**config.mk**
```make
export PLATFORM = sky130hd
export DESIGN_NAME = txring_gather
export DESIGN_NICKNAME = d
export VERILOG_FILES = /design/src/rtl/txg_pkg.sv /design/src/rtl/txg_regs.sv /design/src/rtl/txg_stage.sv /design/src/rtl/txring_gather.sv
export SDC_FILE = /design/constraint.sdc
export NUM_CORES = 1
export LEC_CHECK = 0
export CORE_ASPECT_RATIO = 0.6
export CORE_MARGIN = 5
export CORE_UTILIZATION = 57
export DETAILED_ROUTE_END_ITERATION = 10
export PLACE_DENSITY = 0.91
export SLEW_MARGIN = 20
export SYNTH_ARGS = -nofsm -noshare
export SYNTH_HDL_FRONTEND = slang
export SYNTH_SLANG_ARGS = --single-unit
```
**constraint.sdc**
```tcl
create_clock -name clk -period 3.65 [get_ports clk]
set_input_delay 0.73 -clock clk [delete_from_list [all_inputs] [get_ports clk]]
set_output_delay 0.73 -clock clk [all_outputs]
set_load 0.005 [all_outputs]
```
**src/rtl/txg_pkg.sv**
```systemverilog
package txg_pkg;
  localparam int WORD_W     = 32;
  localparam int BYTE_W     = 8;
  localparam int CNT_W      = 13;
  localparam int OWN_BIT    = 31;
  localparam int WRAP_BIT   = 30;
  localparam int CONT_BIT   = 27;
  localparam int DESC_BYTES = 8;
  localparam int PTR_OFS    = 4;
  localparam int OFS_BASE   = 4;
  localparam int OFS_CUR    = 8;

  typedef enum logic [3:0] {
    S_IDLE, S_RD_W0, S_RD_W1, S_RD_BUF, S_EMIT,
    S_WB_ZERO, S_ADV, S_CLOSE, S_WB_FIRST, S_ABORT
  } txg_state_e;
endpackage

```
**src/rtl/txg_regs.sv**
```systemverilog
module txg_regs import txg_pkg::*; #(
  parameter int AW     = 32,
  parameter int REG_AW = 8
) (
  input  logic              clk,
  input  logic              rst,
  input  logic              reg_we,
  input  logic [REG_AW-1:0] reg_addr,
  input  logic [WORD_W-1:0] reg_wdata,
  output logic [WORD_W-1:0] reg_rdata,
  input  logic              cur_ld,
  input  logic [AW-1:0]     cur_nxt,
  output logic [AW-1:0]     ring_base,
  output logic [AW-1:0]     cur_ptr
);
  localparam logic [REG_AW-1:0] A_BASE = REG_AW'(OFS_BASE);
  localparam logic [REG_AW-1:0] A_CUR  = REG_AW'(OFS_CUR);

  // software write to the pointer wins over engine advance
  always_ff @(posedge clk) begin
    if (rst) begin
      ring_base <= '0;
      cur_ptr   <= '0;
      reg_rdata <= '0;
    end else begin
      if (cur_ld) cur_ptr <= cur_nxt;
      if (reg_we && reg_addr == A_BASE) ring_base <= reg_wdata[AW-1:0];
      if (reg_we && reg_addr == A_CUR)  cur_ptr   <= reg_wdata[AW-1:0];
      case (reg_addr)
        A_BASE:  reg_rdata <= WORD_W'(ring_base);
        A_CUR:   reg_rdata <= WORD_W'(cur_ptr);
        default: reg_rdata <= '0;
      endcase
    end
  end
endmodule

```
**src/rtl/txg_stage.sv**
```systemverilog
module txg_stage import txg_pkg::*; (
  input  logic              clk,
  input  logic              rst,
  input  logic              push,
  input  logic [BYTE_W-1:0] push_byte,
  input  logic              close,
  input  logic              close_err,
  output logic              can_push,
  output logic              close_done,
  output logic              out_valid,
  output logic [BYTE_W-1:0] out_data,
  output logic              out_last,
  output logic              out_err,
  input  logic              out_ready
);
  logic              pend_v;
  logic [BYTE_W-1:0] pend_b;
  logic              out_free;

  assign out_free   = !out_valid || out_ready;
  assign can_push   = !pend_v || out_free;
  assign close_done = !pend_v || out_free;

  // newest byte is held back until it is known whether it ends the packet
  always_ff @(posedge clk) begin
    if (rst) begin
      pend_v    <= 1'b0;
      pend_b    <= '0;
      out_valid <= 1'b0;
      out_data  <= '0;
      out_last  <= 1'b0;
      out_err   <= 1'b0;
    end else begin
      if (out_valid && out_ready) out_valid <= 1'b0;
      if (push && can_push) begin
        if (pend_v) begin
          out_valid <= 1'b1;
          out_data  <= pend_b;
          out_last  <= 1'b0;
          out_err   <= 1'b0;
        end
        pend_b <= push_byte;
        pend_v <= 1'b1;
      end else if (close && pend_v && out_free) begin
        out_valid <= 1'b1;
        out_data  <= pend_b;
        out_last  <= 1'b1;
        out_err   <= close_err;
        pend_v    <= 1'b0;
      end
    end
  end
endmodule

```
**src/rtl/txring_gather.sv**
```systemverilog
module txring_gather import txg_pkg::*; #(
  parameter int AW          = 32,
  parameter int REG_AW      = 8,
  parameter int MAX_PKT     = 8192,
  parameter int POLL_CYCLES = 64
) (
  input  logic              clk,
  input  logic              rst,
  input  logic              reg_we,
  input  logic [REG_AW-1:0] reg_addr,
  input  logic [31:0]       reg_wdata,
  output logic [31:0]       reg_rdata,
  output logic              mem_req,
  output logic              mem_we,
  output logic [AW-1:0]     mem_addr,
  output logic [31:0]       mem_wdata,
  input  logic              mem_ack,
  input  logic [31:0]       mem_rdata,
  output logic              out_valid,
  output logic [7:0]        out_data,
  output logic              out_last,
  output logic              out_err,
  input  logic              out_ready,
  output logic              irq
);
  localparam int TOT_W  = $clog2(MAX_PKT + 1);
  localparam int WAIT_W = $clog2(POLL_CYCLES + 1);
  localparam logic [AW-1:0]     STRIDE  = AW'(DESC_BYTES);
  localparam logic [AW-1:0]     W1_OFS  = AW'(PTR_OFS);
  localparam logic [TOT_W-1:0]  TOT_MAX = TOT_W'(MAX_PKT);
  localparam logic [WAIT_W-1:0] WAIT_LD = WAIT_W'(POLL_CYCLES);

  txg_state_e        state_q;
  logic [AW-1:0]     ring_base, cur_ptr, cur_nxt;
  logic              cur_ld;
  logic [AW-1:0]     desc_q, first_addr_q, baddr_q;
  logic [31:0]       first_w0_q, word_q;
  logic              wrap_q, cont_q, is_first_q, trunc_q, irq_q;
  logic [CNT_W-1:0]  cnt_q;
  logic [TOT_W-1:0]  tot_q;
  logic [WAIT_W-1:0] wait_q;

  logic              push, close, close_err, can_push, close_done, keep, step;
  logic [1:0]        lane;
  logic [7:0]        cur_byte;
  logic [AW-1:0]     nxt_desc;

  function automatic logic [AW-1:0] remap(input logic [AW-1:0] a);
    remap = (a[AW-1:AW-2] == 2'b11) ? {2'b00, a[AW-3:0]} : a;
  endfunction

  txg_regs #(.AW(AW), .REG_AW(REG_AW)) u_regs (
    .clk(clk), .rst(rst), .reg_we(reg_we), .reg_addr(reg_addr),
    .reg_wdata(reg_wdata), .reg_rdata(reg_rdata), .cur_ld(cur_ld),
    .cur_nxt(cur_nxt), .ring_base(ring_base), .cur_ptr(cur_ptr)
  );

  txg_stage u_stage (
    .clk(clk), .rst(rst), .push(push), .push_byte(cur_byte),
    .close(close), .close_err(close_err), .can_push(can_push),
    .close_done(close_done), .out_valid(out_valid), .out_data(out_data),
    .out_last(out_last), .out_err(out_err), .out_ready(out_ready)
  );

  assign lane      = baddr_q[1:0];
  assign cur_byte  = word_q[{lane, 3'b000} +: 8];
  assign keep      = !trunc_q && (tot_q < TOT_MAX);
  assign push      = (state_q == S_EMIT) && keep;
  assign step      = (state_q == S_EMIT) && (!keep || can_push);
  assign close     = (state_q == S_CLOSE) || (state_q == S_ABORT);
  assign close_err = (state_q == S_ABORT) || trunc_q;
  assign nxt_desc  = wrap_q ? ring_base : desc_q + STRIDE;
  assign cur_ld    = (state_q == S_ADV);
  assign cur_nxt   = nxt_desc;
  assign irq       = irq_q;

  always_comb begin
    mem_req   = 1'b0;
    mem_we    = 1'b0;
    mem_addr  = desc_q;
    mem_wdata = '0;
    case (state_q)
      S_RD_W0:    mem_req = 1'b1;
      S_RD_W1:    begin mem_req = 1'b1; mem_addr = desc_q + W1_OFS; end
      S_RD_BUF:   begin mem_req = 1'b1; mem_addr = {baddr_q[AW-1:2], 2'b00}; end
      S_WB_ZERO:  begin mem_req = 1'b1; mem_we = 1'b1; end
      S_WB_FIRST: begin
        mem_req   = 1'b1;
        mem_we    = 1'b1;
        mem_addr  = first_addr_q;
        mem_wdata = first_w0_q & ~(32'd1 << OWN_BIT);
      end
      default: ;
    endcase
  end

  always_ff @(posedge clk) begin
    if (rst) begin
      state_q      <= S_IDLE;
      desc_q       <= '0;
      first_addr_q <= '0;
      first_w0_q   <= '0;
      baddr_q      <= '0;
      word_q       <= '0;
      wrap_q       <= 1'b0;
      cont_q       <= 1'b0;
      is_first_q   <= 1'b0;
      trunc_q      <= 1'b0;
      irq_q        <= 1'b0;
      cnt_q        <= '0;
      tot_q        <= '0;
      wait_q       <= '0;
    end else begin
      irq_q <= 1'b0;
      case (state_q)
        S_IDLE: begin
          if (wait_q != '0) begin
            wait_q <= wait_q - 1'b1;
          end else if (ring_base != '0) begin
            desc_q     <= cur_ptr;
            is_first_q <= 1'b1;
            tot_q      <= '0;
            trunc_q    <= 1'b0;
            state_q    <= S_RD_W0;
          end
        end
        S_RD_W0: if (mem_ack) begin
          wrap_q <= mem_rdata[WRAP_BIT];
          cont_q <= mem_rdata[CONT_BIT];
          cnt_q  <= mem_rdata[CNT_W-1:0];
          if (!mem_rdata[OWN_BIT]) begin
            if (is_first_q) begin
              wait_q  <= WAIT_LD;
              state_q <= S_IDLE;
            end else begin
              state_q <= S_ABORT;
            end
          end else begin
            if (is_first_q) begin
              first_addr_q <= desc_q;
              first_w0_q   <= mem_rdata;
            end
            state_q <= S_RD_W1;
          end
        end
        S_RD_W1: if (mem_ack) begin
          baddr_q <= remap(mem_rdata[AW-1:0]);
          if (cnt_q == '0) state_q <= is_first_q ? S_ADV : S_WB_ZERO;
          else             state_q <= S_RD_BUF;
        end
        S_RD_BUF: if (mem_ack) begin
          word_q  <= mem_rdata;
          state_q <= S_EMIT;
        end
        S_EMIT: if (step) begin
          cnt_q   <= cnt_q - 1'b1;
          baddr_q <= baddr_q + 1'b1;
          if (keep) tot_q   <= tot_q + 1'b1;
          else      trunc_q <= 1'b1;
          if (cnt_q == CNT_W'(1)) state_q <= is_first_q ? S_ADV : S_WB_ZERO;
          else if (lane == 2'd3)  state_q <= S_RD_BUF;
        end
        S_WB_ZERO: if (mem_ack) state_q <= S_ADV;
        S_ADV: begin
          desc_q <= nxt_desc;
          if (cont_q) begin
            is_first_q <= 1'b0;
            state_q    <= S_RD_W0;
          end else begin
            state_q <= S_CLOSE;
          end
        end
        S_CLOSE: if (close_done) state_q <= S_WB_FIRST;
        S_WB_FIRST: if (mem_ack) begin
          irq_q   <= 1'b1;
          wait_q  <= '0;
          state_q <= S_IDLE;
        end
        S_ABORT: if (close_done) begin
          wait_q  <= WAIT_LD;
          state_q <= S_IDLE;
        end
        default: state_q <= S_IDLE;
      endcase
    end
  end
endmodule

```
After elaboration in Yosys (flattened, before gate mapping)
Cells that the tools add are included.

storage, ports and cells
  bits in latches = 0
  memory bits (writable) = 0
  bits in read-only memories = 0
  memories = 0
  word-level logic and storage cells = 180
  bits in registers = 318

operators by class
  order comparisons = 1
  $add $sub $neg = 6
  shifts and indexed selects = 1
  eq/ne operators = 32
  divide/modulo/power cells = 0
  multiplexer cells = 72
  reduce and logical (&&, ||, !) cells = 44
  bitwise logic cells = 1
  multipliers = 0

operators by type and width
  kind                     count
  $mux W32                 8
  $pmux W32 S2             3
  $pmux W32 S3             1
  $mux W14                 4
  $mux W4                  14
  $mux W7                  6
  $pmux W4 S10             1
  $add A32 B1 Y32 const B  1
  $add A32 B3 Y32 const B  1
  $add A32 B4 Y32 const B  1
  $reduce_bool A32 Y1      1
  $shiftx A32 B6 Y8        1
  $mux W31                 1
  $ne A2 B2 Y1 const B     15
  $pmux W14 S2             1
  $pmux W7 S4              1
  $mux W13                 2
  $pmux W13 S2             1
  $mux W8                  3
  $mux W1                  21
  $eq A4 B3 Y1 const B     4
  $add A14 B1 Y14 const B  1
  $lt A14 B14 Y1 const B   1
  $eq A13 B1 Y1 const B    1
  30 further kinds         63

Depth between registers and ports, before layout
Gate-level depths: netlist of run 1.

  depth after elaboration = 7
  depth in mapped cells = 10
  gate-level depth less buffers = 8

Modules after synthesis
From an unflattened synthesis of run 1, not the netlist that was laid out.

second synthesis, totals
  cells, all modules = 2196
  area total of the unflattened synthesis = 17565.6 um^2

by module, submodules not included
  module         area an instance (um^2)  cells an instance  times used  sequential area each (um^2)
  txring_gather  12599.6                  1723               1           4043.9
  txg_regs       4106.4                   391                1           1921.8
  txg_stage      859.6                    82                 1           400.4

Least setup slack after synthesis of run 1
No wires, ideal clock.

  kind = register -> output
  start point = reg desc_q[4]
  end point = out mem_addr[25]
  arrival time = 2229 ps
  stages on the path, launching flop included = 9
  slack = 691 ps
  path buffers = 1
  path through = dfxtp_1 -> ha_1 -> nand3_4 -> or4_4 -> buf_6 -> nor3_2 -> nand3_1 -> a21oi_1 -> a2bb2oi_1

on the way
  longest elaborated chain between the ends = 2

ends and longest elaborated chain
  what                      line                  RTL
  start: declaration        txring_gather.sv:36   logic [AW-1:0] desc_q, first_addr_q, baddr_q;
  start signal: assignment  txring_gather.sv:120  desc_q <= cur_ptr;
  start signal: assignment  txring_gather.sv:165  desc_q <= nxt_desc;
  $add A32 B3 Y32           txring_gather.sv:84   S_RD_W1: begin mem_req = 1'b1; mem_addr = desc_q + W1_OFS; end
  $pmux W32 S3              txring_gather.sv:82   case (state_q)
  end: declaration          txring_gather.sv:15   output logic [AW-1:0] mem_addr,

Every way passes these cells.

Worst setup path after layout of run 1
  start point = reg desc_q[3]
  end point = out mem_addr[21]

Same word-level chain as after synthesis.

==> results of run 1 <==
## worst reg2reg max path, delay by kind of cell, from the launching register on
| family | cells | cell delay, ps |
|---|---|---|
| flip-flops | 1 | 400 |
| AND/OR/NAND/NOR | 3 | 1290 |
| buffers and inverters | 3 | 610 |
| AO/OA/AOI/OAI | 3 | 550 |
## power by group
part / switching, mW / internal, mW / leakage (nW) / total, mW
Sequential: 0.0901 / 3.53 / 2.57 / 3.62
Combinational: 0.567 / 0.418 / 3.62 / 0.986
Clock: 1.43 / 1.97 / 0.504 / 3.39
Total: 2.09 / 5.92 / 6.70 / 8.00
## worst paths after layout
path,from,to,cells past startpoint
worst min-delay path,first_w0_q[19]$_SDFFE_PP0P_,first_w0_q[19]$_SDFFE_PP0P_,2
worst max register to register,state_q[0]$_SDFFE_PP0P_,desc_q[1]$_SDFFE_PP0P_,9
worst min register to register,first_w0_q[19]$_SDFFE_PP0P_,first_w0_q[19]$_SDFFE_PP0P_,2
worst max-delay path,desc_q[3]$_SDFFE_PP0P_,mem_addr[21],10
## cells by family (layout without fill, tap and decap cells)
family / after synthesis / in the layout
DFF: 318 / 318
xor gates and xnor gates: 37 / 37
other: 1 / 1
muxes: 21 / 21
adders and majority gates: 9 / 9
AOI/OAI and AO/OA: 584 / 584
and+or+nand+nor: 911 / 911
buffers and inverters: 197 / 349
## per-layer routing
metal,vias to the layer above,part of all wire (%)
met4,0,2.5
met3,145,12
met5,-,0
met1,8001,42
li1,7637,-
met2,1149,44
## timing repair
item,4_1_cts,5_1_grt
setup endpoints to repair,27,21
buffers inserted,5,5
pin swaps,7,12
resized for setup,49,44
cloned,0,1
hold endpoints to repair,0,0
## state kept, by name (all words and copies together) (netlist names), 4 cells and up
name              flops
baddr_q              32
desc_q               32
first_addr_q         32
u_regs.cur_ptr       32
u_regs.reg_rdata     32
u_regs.ring_base     32
word_q               32
first_w0_q           31
tot_q                14
cnt_q                13
u_stage.out_data      8
u_stage.pend_b        8
wait_q                7
state_q               4
## area by class of cell
| cell class | instances | area (sq um) |
|---|---|---|
| multi-input combinational | 1563 | 8896 |
| fill | 2078 | 7865 |
| sequential | 318 | 6395 |
| timing repair buffer | 276 | 2664 |
| clock buffer | 38 | 832.0 |
| tap | 367 | 459.2 |
| clock inverter | 15 | 217.7 |
| inverter | 20 | 75.07 |
## cells in the final DEF (no fill, tap or decap), types with 13 or more instances in the layout
cell and count:
nand2_1 425, dfxtp_1 305, a21oi_1 244, nor2_1 189
clkdlybuf4s50_1 167, buf_4 80, o21ai_0 78, nand3_1 55
a22oi_1 54, and2_1 46, a211oi_1 42, nor3_1 36
clkbuf_16 32, and3_1 29, nand4_1 26, xnor2_1 24
nor4_1 22, inv_1 20, xor2_1 13, o211ai_1 13
mux2i_1 13
==> impl_metrics.json, run 1 <==
{
  "grt_use_met3_pct": 6.220,
  "rsz_0062_raised_after_global_routing": "true",
  "worst_slew_pin_slew_ps": 837.7,
  "netlist.top_cell.by_area": "dfxtp_1",
  "syn_inst": 2078,
  "dieHeight_um": 138.9,
  "clkTransAtPathRegs_ps": 70,
  "postSynthAreaPerCell_sq_um": 7.590,
  "route.detailed.wl_per_inst_um": 20.85,
  "mappedNetlistArea_sq_mm": 0.01577,
  "antenna_cells": 0,
  "combinational_family_with_the_most_area_after_synthesis": "simple AND/OR/NAND/NOR gates",
  "detail_route.drc_violations": 0,
  "gp_congestion": 0.9668,
  "maximum_number_of_pins_on_one_net_before_global_route_repair": 167,
  "rows": 47,
  "cp_max_fo": 9,
  "fin_setup_tns_ps": -26.62,
  "status": "finished, violations left",
  "use_met2_pct": 50.65,
  "antenna_violations_before_repair": 0,
  "io_buffers": 185,
  "grt_util_all_layers_pct": 32.74,
  "placed_cells": 2533,
  "synth_async_sr_flop_share_pct": 0,
  "timing_worst_setup_path_type": "reg -> out",
  "post_synth_fa_ha_maj_area_fraction_pct": 0.7139,
  "timing.clock.skew_ps": 14.37,
  "areaGrowthSynthToFinish_pct": 23.88,
  "final_hold_viol_count": 0,
  "vdd_ir_drop_max_mv": 0.3324,
  "powerDensity_mw_per_mm2": 409.7,
  "design.die.area_sq_mm": 0.03121,
  "initial_core_util_pct": 57.56,
  "sequential_to_total_area_share_from_yosys_stat_pct": 40.36,
  "worst_path_max_delay_cell": "clkdlybuf4s50_1",
  "cts-hold-fix-buffers": 0,
  "drt_iter0_drc": 2304,
  "setup.reg_to_reg.worst_slack_ps": 730,
  "synth_mux_area_share_pct": 1.967,
  "dp_hpwl_um": 36690,
  "finalWorstPathRequiredPeriod_ps": 3677,
  "global_route.usage.met1_pct": 47.96,
  "insertion_delay_ps": 580,
  "kind_of_cell_with_the_highest_combined_delay_on_the_critical_path": "buffers and inverters",
  "synth.top_cells.by_area": "dfxtp_1, nand2_1, a21oi_1",
  "htree_levels": 1,
  "numCtsBuffers": 30,
  "routed-via-count": 16930,
  "synthesis.nets": 2164,
  "timing.critical_path.slowest_cell_delay_ps": 510,
  "final_report_max_slew_violation_count": 0,
  "boundaryPins": 187,
  "yosys_register_bits": 318,
  "synthFlopType": "dfxtp_1",
  "max_freq_mhz": 272.0,
  "setup.worst_path.start_class": "flip-flop",
  "dp_slack_ps": 73.45,
  "synthDominantCellAreaShare_pct": 40.36,
  "gr-max-usage-layer": "met2",
  "synthDistinctLibCells": 81,
  "synth_simple_gate_area_share_pct": 26.53,
  "nets": 2295,
  "core_area_sq_mm": 0.02740,
  "cp_cell_sequence": "ha_4 > nand3_4 > or4_4 > buf_4 > nor2_4 > buf_6 > a21oi_1 > nor2_1 > o22a_1 > clkdlybuf4s50_1",
  "finalSetupViolCount": 1,
  "hold_slack_ps": 450.7,
  "timing.critical_path.to_type": "output pin",
  "drt.antenna.violating_nets": 0,
  "critical_path_buffer_and_inverter_count": 3,
  "ctsRootBufferMaster": "clkbuf_16",
  "synth_xor_area_share_pct": 2.055,
  "grt_remaining_overflow": 0,
  "synth_edf_count": 0,
  "cp.required_ps": 2920,
  "layout.core_utilization_pct": 71.30,
  "max_cap_violations": 0,
  "finish.instance_area_sq_mm": 0.01954,
  "cts_tree": "done",
  "drive_gt1_share_pct": 10.04,
  "failed_checks": "negative setup slack",
  "drt_pre_antenna_iters": 6,
  "chipWidth_um": 224.8,
  "yosys_warnings": 0,
  "instance_area_after_placement_sq_mm": 0.01810,
  "synth_common_cells": "nand2_1, dfxtp_1, a21oi_1",
  "power_leakage_nw": 6.695,
  "post-route-period-util_pct": 100.7,
  "synth_compound_gate_area_share_pct": 23.28,
  "synth.most_common_cell": "nand2_1",
  "setup_ws_ps": -26.62,
  "timing.slew.headroom_pct": 43.95,
  "layoutNonFillerInstCount": 2597,
  "critical_path_arrival_ps": 2950,
  "avgViaCountPerCell": 6.520,
  "drt-total-wl_um": 54150,
  "clock-sinks": 318,
  "p_total_mw": 8.004,
  "clockBufferDepth": 3,
  "grt_first_pass_wirelength_um": 85530,
  "worst_hold_path_type": "reg -> reg",
  "grt_pass1_vias": 15720
}
Note: power is estimated with default switching activity, not from simulation.
==> run 2: changes to the inputs <==
--- a/config.mk
+++ b/config.mk
@@ -6,10 +6,9 @@
 export NUM_CORES = 1
 export LEC_CHECK = 0
 export CORE_ASPECT_RATIO = 0.6
-export CORE_MARGIN = 5
-export CORE_UTILIZATION = 57
+export CORE_UTILIZATION = 53
 export DETAILED_ROUTE_END_ITERATION = 10
-export PLACE_DENSITY = 0.91
+export PLACE_DENSITY = 0.86
 export SLEW_MARGIN = 20
 export SYNTH_ARGS = -nofsm -noshare
 export SYNTH_HDL_FRONTEND = slang
==> run 2 against run 1 <==
  * Worst setup slack improved by 67 ps
  * Count of clock-buffer cells in the layout increased by 3
  * Non-clock buffer count increased by 2
  * Combinational power shrank 2%
  * Global-route usage rose by 0.63 points
  * The run now ends clean
  * Sequential share of layout area rose by 0.13 points
  * Via count fell by 0.74%
  * Maximum frequency increased by 1.9%
==> impl_metrics.json, run 2 (synthesized netlist as in run 1, its figures left out) <==
{
  "boundaryPins": 187,
  "timing.slew.headroom_pct": 43.86,
  "kind_of_cell_with_the_highest_combined_delay_on_the_critical_path": "simple AND/OR/NAND/NOR gates",
  "ctsRootBufferMaster": "clkbuf_16",
  "antenna_violations_before_repair": 0,
  "cp_cell_sequence": "ha_4 > nand3_4 > or4_4 > nor3_4 > buf_4 > nand3_1 > a21oi_1 > a2bb2oi_1 > dlygate4sd2_1",
  "clockBufferDepth": 3,
  "cp_max_fo": 5,
  "final_hold_viol_count": 0,
  "status": "finished clean",
  "critical_path_buffer_and_inverter_count": 2,
  "drt_pre_antenna_iters": 7,
  "numCtsBuffers": 30,
  "final_report_max_slew_violation_count": 0,
  "worst_path_max_delay_cell": "or4_4",
  "critical_path_arrival_ps": 2880,
  "post-route-period-util_pct": 98.89,
  "power_leakage_nw": 6.584,
  "finish.instance_area_sq_mm": 0.01943,
  "cp.required_ps": 2920,
  "timing.critical_path.to_type": "output pin",
  "cts-hold-fix-buffers": 0,
  "most-common-layout-cells": "nand2_1, dfxtp_1, a21oi_1",
  "routed-via-count": 16810,
  "instance_area_after_placement_sq_mm": 0.01815,
  "insertion_delay_ps": 580,
  "dp_hpwl_um": 36390,
  "hold-path-cell-count": 2,
  "timing.critical_path.slowest_cell_delay_ps": 600,
  "rows": 48,
  "drive_gt1_share_pct": 9.722,
  "timing.clock.skew_ps": 18.18,
  "htree_levels": 1,
  "drt-total-wl_um": 52270,
  "gp_congestion": 0.9425,
  "rsz_0062_raised_after_global_routing": "true",
  "design.die.area_sq_mm": 0.03048,
  "worst_hold_path_type": "reg -> reg",
  "clkTransAtPathRegs_ps": 60,
  "detail_route.drc_violations": 0,
  "dieHeight_um": 135.6,
  "grt_remaining_overflow": 0,
  "antenna_cells": 0,
  "finalSetupViolCount": 0,
  "max_freq_mhz": 277.0,
  "hold_slack_ps": 450.7,
  "nets": 2297,
  "avgViaCountPerCell": 6.385,
  "vdd_ir_drop_max_mv": 0.3441,
  "drt_iter0_drc": 2425,
  "drt.antenna.violating_nets": 0,
  "reg2reg_depth": 8,
  "timing_worst_setup_path_type": "reg -> out",
  "grt_first_pass_wirelength_um": 81630,
  "cts_tree": "done",
  "worst_slew_pin_slew_ps": 842.1,
  "route.detailed.wl_per_inst_um": 19.86,
  "powerDensity_mw_per_mm2": 403.7,
  "areaGrowthSynthToFinish_pct": 23.19,
  "grt_pass1_vias": 15260,
  "maximum_number_of_pins_on_one_net_before_global_route_repair": 160,
  "layout.cells.most_common": "nand2_1",
  "chipWidth_um": 224.7,
  "setup.worst_path.start_class": "flip-flop",
  "initial_core_util_pct": 54.37,
  "grt_util_all_layers_pct": 33.37,
  "io_buffers": 185,
  "core_area_sq_mm": 0.02901,
  "clock-sinks": 318,
  "finalWorstPathRequiredPeriod_ps": 3609,
  "max_cap_violations": 0,
  "path_depth": 9
}
[run 2: cell count changes in the layout (fill, tap and decap cells not counted), moves of 3 or more]
cell / change
a21oi_1: +3
a21oi_2: -3
bufinv_16: -3
clkbuf_2: +5
clkbuf_8: +4
dfxtp_1: +3
dfxtp_4: -3
dlygate4sd2_1: +4
dlymetal6s2s_1: -6
nand3_1: +3
nand3_2: -3
[run 2: worst paths after layout]
| kind | to | slack (ps) | from |
|---|---|---|---|
| max | mem_addr[27] | 40 | desc_q[3]$_SDFFE_PP0P_ |
| min | first_w0_q[24]$_SDFFE_PP0P_ | 450 | first_w0_q[24]$_SDFFE_PP0P_ |
| max reg2reg | u_regs.cur_ptr[29]$_SDFFE_PP0P_ | 660 | state_q[2]$_SDFFE_PP0P_ |
| min reg2reg | first_w0_q[24]$_SDFFE_PP0P_ | 450 | first_w0_q[24]$_SDFFE_PP0P_ |
[run 2: layout make-up]
cell class                 count  area [sq um]
clock inverter                12         132.6
timing repair buffer         278          2634
sequential                   318          6384
inverter                      20         75.07
clock buffer                  41         883.3
tap                          400         500.5
multi-input combinational   1563          8821
fill                        2339          9578
[run 2: power by group]
| group | switching [mW] | total (mW) | internal, mW |
|---|---|---|---|
| clock network | 1.42 | 3.25 | 1.83 |
| registers | 0.0896 | 3.62 | 3.53 |
| logic | 0.553 | 0.970 | 0.416 |
| total | 2.06 | 7.84 | 5.78 |
[run 2: per-stage QoR]
step	setup WS, ps	std cells	utilization (%)	power [mW]	setup TNS (ps)
2_1_floorplan	691.1	2078	-	4.293	0
3_3_place_gp	106.1	2565	62.57	4.608	0
3_5_place_dp	9.561	2565	62.57	4.641	0
4_1_cts	-91.03	2625	66.58	7.815	-331.4
5_1_grt	-69.56	2632	66.98	8.092	-91.28
6_report	40.53	2632	66.98	7.843	0
[run 2: per-layer routing]
metal,track usage [%],wire (um),vias up
li1,-,-,7629
met2,50.60,22850,1068
met5,0,0,-
met3,6.376,6015,128
met4,9.373,1364,0
met1,48.13,22040,7981
[run 2: repair_timing]
action	CTS	global route
pin swaps	7	11
endpoints found under the setup margin	26	13
gates resized for setup	43	37
setup buffers	7	7
[run 2: worst register-to-register path, stage by stage, from the launching register on]
cell       delay [ps]
dfxtp_2           510
buf_4             250
nand4bb_1         520
buf_12            390
nor2_1            620
nand4b_1          200
nand3b_1          170
nor2_1             70
nor3_1            180
